[src/rtl/wf_walker_pkg.sv]
package wf_walker_pkg;
  localparam int MODE_W = 2;

  typedef enum logic [MODE_W-1:0] {
    MODE_WANDER = 2'b00,
    MODE_PIVOT  = 2'b01,
    MODE_HUG    = 2'b10,
    MODE_SEEK   = 2'b11
  } modeE;

  typedef struct packed {
    logic fwd;
    logic left;
    logic right;
  } moveS;
endpackage

[src/rtl/wf_ctrl.sv]
module wf_ctrl
  import wf_walker_pkg::*;
(
  input  logic clk,
  input  logic rst,
  input  logic leftTouch,
  input  logic rightTouch,
  output modeE modeQ
);
  modeE modeD;

  always_comb begin
    modeD = modeQ;
    unique case (modeQ)
      MODE_WANDER: modeD = (leftTouch || rightTouch) ? MODE_PIVOT : MODE_WANDER;
      MODE_PIVOT:  modeD = (leftTouch || rightTouch) ? MODE_PIVOT : MODE_SEEK;
      MODE_HUG: begin
        if (leftTouch)       modeD = MODE_PIVOT;
        else if (rightTouch) modeD = MODE_HUG;
        else                 modeD = MODE_SEEK;
      end
      MODE_SEEK: begin
        if (leftTouch)       modeD = MODE_PIVOT;
        else if (rightTouch) modeD = MODE_HUG;
        else                 modeD = MODE_SEEK;
      end
      default: modeD = MODE_WANDER;
    endcase
  end

  always_ff @(posedge clk) begin
    if (rst) modeQ <= MODE_WANDER;
    else     modeQ <= modeD;
  end
endmodule

[src/rtl/wf_decode.sv]
module wf_decode
  import wf_walker_pkg::*;
(
  input  modeE modeQ,
  output moveS moves
);
  always_comb begin
    moves = '0;
    unique case (modeQ)
      MODE_WANDER: moves.fwd = 1'b1;
      MODE_PIVOT:  moves.left = 1'b1;
      MODE_HUG:    begin moves.left = 1'b1;  moves.fwd = 1'b1; end
      MODE_SEEK:   begin moves.right = 1'b1; moves.fwd = 1'b1; end
      default:     moves = '0;
    endcase
  end
endmodule

[src/rtl/wf_walker.sv]
module wf_walker
  import wf_walker_pkg::*;
(
  input  logic              clk,
  input  logic              rst,
  input  logic              leftTouch,
  input  logic              rightTouch,
  output logic              stepFwd,
  output logic              veerLeft,
  output logic              veerRight,
  output logic [MODE_W-1:0] modeCode
);
  modeE modeQ;
  moveS moves;

  wf_ctrl u_ctrl (
    .clk(clk), .rst(rst), .leftTouch(leftTouch), .rightTouch(rightTouch), .modeQ(modeQ)
  );

  wf_decode u_decode (.modeQ(modeQ), .moves(moves));

  assign stepFwd   = moves.fwd;
  assign veerLeft  = moves.left;
  assign veerRight = moves.right;
  assign modeCode  = modeQ;
endmodule

[config.mk]
export PLATFORM = sky130hd
export DESIGN_NAME = wf_walker
export DESIGN_NICKNAME = d
export VERILOG_FILES = /design/src/rtl/wf_walker_pkg.sv /design/src/rtl/wf_ctrl.sv /design/src/rtl/wf_decode.sv /design/src/rtl/wf_walker.sv
export SDC_FILE = /design/constraint.sdc
export NUM_CORES = 1
export LEC_CHECK = 0
export ABC_AREA = 1
export CAP_MARGIN = 40
export CORE_AREA = 2 2 39 41
export CTS_CLUSTER_SIZE = 30
export DETAILED_ROUTE_END_ITERATION = 7
export DIE_AREA = 0 0 41 43
export DONT_BUFFER_PORTS = 1
export GPL_ROUTABILITY_DRIVEN = 0
export SLEW_MARGIN = 20
export SYNTH_ARGS = -nofsm -noshare
export SYNTH_HDL_FRONTEND = slang
export SYNTH_SLANG_ARGS = --single-unit
[constraint.sdc]
create_clock -name clk -period 1.1 [get_ports clk]
set_input_delay 0.055 -clock clk [delete_from_list [all_inputs] [get_ports clk]]
set_output_delay 0.055 -clock clk [all_outputs]
set_load 0.005 [all_outputs]
Yosys cells after proc, flatten, opt, wreduce, memory -nomap -nowiden
Index checks and enable logic that the tools add are counted.
W data, S select, Z words.
Cells by class
  add/sub/neg operators: 0
  multiply operators: 0
  div/mod/pow operators: 0
  magnitude comparators: 0
  eq/ne operators: 3
  shifts and indexed selects: 0
  multiplexer cells: 8
  bitwise logic cells: 0
  reduce and logical (&&, ||, !) cells: 5
Operator list (number)
  $pmux W2 S3: 1
  $mux W1: 5
  $eq A2 B2 Y1 const B: 2
  $mux W2: 2
  $reduce_or A2 Y1: 2
  $reduce_or A3 Y1: 1
  $eq A2 B1 Y1 const B: 1
  $logic_not A2 Y1: 1
  $logic_or A1 B1 Y1: 1
Storage, ports and cells
  register bits after elaboration: 2
  bits in latches: 0
  RAM bits: 0
  memory bits (read-only): 0
  input bits: 4
  output and inout bits: 5
  logic and storage cells: 17
  memories kept: 0

Depth between registers and ports, before layout
  depth in word-level cells: 3
  gate-level depth with buffers: 6
  mapped depth without buffers: 6

By module
A second synthesis with hierarchy kept.
Second synthesis, totals
  cell total of the unflattened synthesis: 20
  area total of the unflattened synthesis: 127.6 um2
Modules (own cells, without submodules)
  wf_ctrl: times used 1, cells an instance 15, area an instance 91.3 um2, seq. area each 40.0 um2
  wf_decode: times used 1, cells an instance 5, area an instance 36.3 um2, seq. area each 0.0 um2

Least setup slack after synthesis
OpenSTA, ideal clock, no wires.
  path type: register to register
  from: register u_ctrl.modeQ[1]
  to: register u_ctrl.modeQ[1]
  setup time: 117 ps
  arrival: 902 ps
  required time: 983 ps
  setup slack: 81 ps
  stages on the path, launching flop included: 7
  buffers on the path: 0
  period minus slack after synthesis: 1019 ps
  cell sequence: dfxtp_1 > inv_1 > ha_1 > inv_1 > nor2_1 > nor3_1 > nor2_1
On the way
  longest elaborated chain between the ends: 3
  elaborated cells between the ends (all ways): 6
  classes of those cells: eq/ne: 3; mux: 1; reduce/logical: 2
Ends and longest elaborated chain
  from (decl): line wf_ctrl.sv:8  | output modeE modeQ
  from (signal assigned): line wf_ctrl.sv:33  | else modeQ <= modeD;
  $eq A2 B2 Y1: line wf_ctrl.sv:14  | unique case (modeQ)
  $reduce_or A2 Y1 (no line)
  $pmux W2 S3 (*): line wf_ctrl.sv:14
Mark *: on every way between the ends. The rest lies on a longest branch, timed or not.
A chain may end at the register's enable or synchronous reset.

Worst setup path in the final report
  from: register u_ctrl.modeQ[1]
  to: output port stepFwd
On the way
  longest elaborated chain between the ends: 3
  elaborated cells between the ends (all ways): 5
  classes of those cells: eq/ne: 2; mux: 1; reduce/logical: 2
Ends and longest elaborated chain
  $eq A2 B2 Y1 / $logic_not A2 Y1 (equally long branches): line wf_decode.sv:9  | unique case (modeQ)
  $reduce_or A3 Y1 (no line) (*)
  $mux W1 (*): line wf_decode.sv:9
  to (decl): line wf_walker.sv:8  | output logic stepFwd,
Marks and branches as above.

==> metrics <==
largest reg by FF count=u_ctrl.modeQ; status=complete, no violations; CTS buffer count=3; Area contributors post-synth=ha_1, dfxtp_1, inv_1, nand2_1, nor2_1; Max FO, Critical Path=4; CTS tree=done; number of enable flip-flop cells after synthesis=0; final hold viol count=0; max cap viols=0; syn avg cell area=6.85 um2; Setup crit end=stepFwd; wire length per cell after detailed routing=7.83 um; final worst clock skew=0.00248 ns; Port-buffer cells=0; final WL=368 um; share of the synthesized area in the top cell type=31.7%; Initial Util=11.4%; maximum vdd drop=301 uV; Max transition margin=89.0%; cells after synthesis=23; core area=1380 um2; worst setup path startpoint=u_ctrl.modeQ[1]; Total GRT Usage=5.51%; Synth area leader=ha_1; total die area=1760 um2; fin cells=47; CTS clk-pin slew, worst paths=0.03 ns; Top Registers=u_ctrl.modeQ: 2 flops; Antenna diodes=0; Post-CTS Repair Setup Buffers=0; min Tclk post-route=1.03 ns; portion of netlist area occupied by mux cells=0%; Crit Reg-Reg Endpoint=u_ctrl.modeQ[1]; CP Class=reg -> out; DR iter-0 viols=1; Lkg Pwr=0.130 nW; number of global-route vias before repair=152; RSZ-0062 raised after global routing=no; CP Data Arrival Time=0.98 ns; Async S/R FF share, synth=0%; io pins=9; first-pass GRT wire length=531 um; fillcell total=166; period utilization=94.0%; worst-skew pair later-pin latency=0.22 ns; Final ANT Viol Nets=0; cell area after synthesis=158 um2; # rows=14; setup slack at placement=0.0239 ns; CTS Buffer Depth=2; Worst Setup End Kind=output port; Synth Net Count=31; layout cell share with drive strength beyond 1=25.8%; Vias=161; R2R depth=6; post-synthesis compound-gate area fraction=3.17%; Final HPWL DP=299 um; Synth Area in Adders=31.7%; Tot Pwr=0.294 mW; die height=43 um; die width=41 um; register area share after synthesis=25.4%; Final Max Tran Viols=0; setup slack, reg-to-reg=0.09 ns; initial antenna violation count=0; synth cell count leaders=inv_1, nand2_1, ha_1, nor2_1, dfxtp_1; Remaining DRCs=0; top-count cell post-synth=inv_1; Synth Register Bits=2; xor/xnor share of the synthesized area=0%; power density over the cells=1200 nW/um2; area fraction in and, or, nand and nor cells after synthesis=25.4%; H-tree depth=1; GRT Residual Overflow=0; DRT Pass-1 Iters=2; worst hold path class=in -> reg; placed insts=42; Area growth, synth to finish=55.6%; main combinational cell family by area after synthesis=adder cells; TritonCTS Sinks=2; fin area=245 um2; Post-DP Area=200 um2; setup tns final=0 ns; final setup violation count=0; prevailing post-synth register cell=dfxtp_1; Fmax achieved=0.967 GHz; largest net degree at the start of global routing=5; Hold Startpoint=rightTouch; Final Net Count=41; WP data required=1.04 ns; Startpoint Class=register; max FFs per register=2; Worst R2R Start=u_ctrl.modeQ[1]; Vias/cell=3.43; Worst-Margin Slew=0.164 ns; Synth Warn #=0; unique cell type count in the Yosys netlist=8; clk root buf=clkbuf_4; worst setup margin=0.0659 ns
## how the worst min path moves through the flow
stage | to | slack [ns] | cells after the start
3_3_place_gp | u_ctrl.modeQ[1] | 0.21 | 3
4_1_cts | u_ctrl.modeQ[0] | 0.07 | 4
5_1_grt | u_ctrl.modeQ[0] | 0.09 | 4
3_5_place_dp | u_ctrl.modeQ[1] | 0.21 | 3
2_1_floorplan | u_ctrl.modeQ[1] | 0.20 | 3
6_report | u_ctrl.modeQ[0] | 0.07 | 4
## cell families (layout without fill, tap and decap cells)
family,after synthesis,after routing
buffers and inverters,6,14
DFF,2,2
and+or+nand+nor,10,10
adders and majority gates,4,4
AOI/OAI and AO/OA,1,1
## critical path, stage by stage, from the launching register on
cell and delay, ns:
dfxtp_2 0.34, inv_1 0.08, ha_1 0.18, inv_1 0.06
buf_4 0.10
## cell usage in the layout, fill, tap and decap left out, drive strengths merged
cell,n
buf,3
clkbuf,3
dfxtp,2
dlygate4sd3,2
ha,4
inv,6
nand2,5
nand3,1
nor2,3
nor3,1
o21ai,1
## metal layers
layer / wire length, um / vias up / share of wire, % / GRT usage [%]
li1: - / 83 / - / -
met1: 149 / 71 / 40 / 4.15
met2: 176 / 7 / 48 / 6.56
met3: 42 / 0 / 11 / 6.28
met4: 0 / 0 / 0 / 6.00
met5: 0 / - / 0 / 0
## area by class of cell
| cell class | instances | area (um2) | area share [%] |
|---|---|---|---|
| timing repair buffer | 5 | 42.5 | 17.3 |
| sequential | 2 | 42.5 | 17.3 |
| multi-input combinational | 15 | 95.1 | 38.8 |
| clock buffer | 3 | 22.5 | 9.18 |
| tap | 16 | 20.0 | 8.16 |
| inverter | 6 | 22.5 | 9.18 |
## what timing repair did
item                                    CTS  global route
gates resized for setup                   1             1
hold endpoints to repair                  1             0
endpoints found under the setup margin    1             3
hold buffers                              2             0
## power breakdown
part           leakage, nW  internal [mW]  switching [mW]
Sequential          0.0171         0.0785         0.00432
Clock               0.0138          0.120          0.0393
Combinational       0.0986         0.0272          0.0246
Total                0.130          0.226          0.0682
## through the flow
| stage | utilization [%] | hold WS (ns) |
|---|---|---|
| floorplan | - | 0.198 |
| global placement | 14.5 | 0.211 |
| detailed placement | 14.5 | 0.211 |
| CTS | 17.6 | 0.0709 |
| global route | 17.7 | 0.0851 |
| finish | 17.7 | 0.0700 |
(Power assumes the default switching activity.)
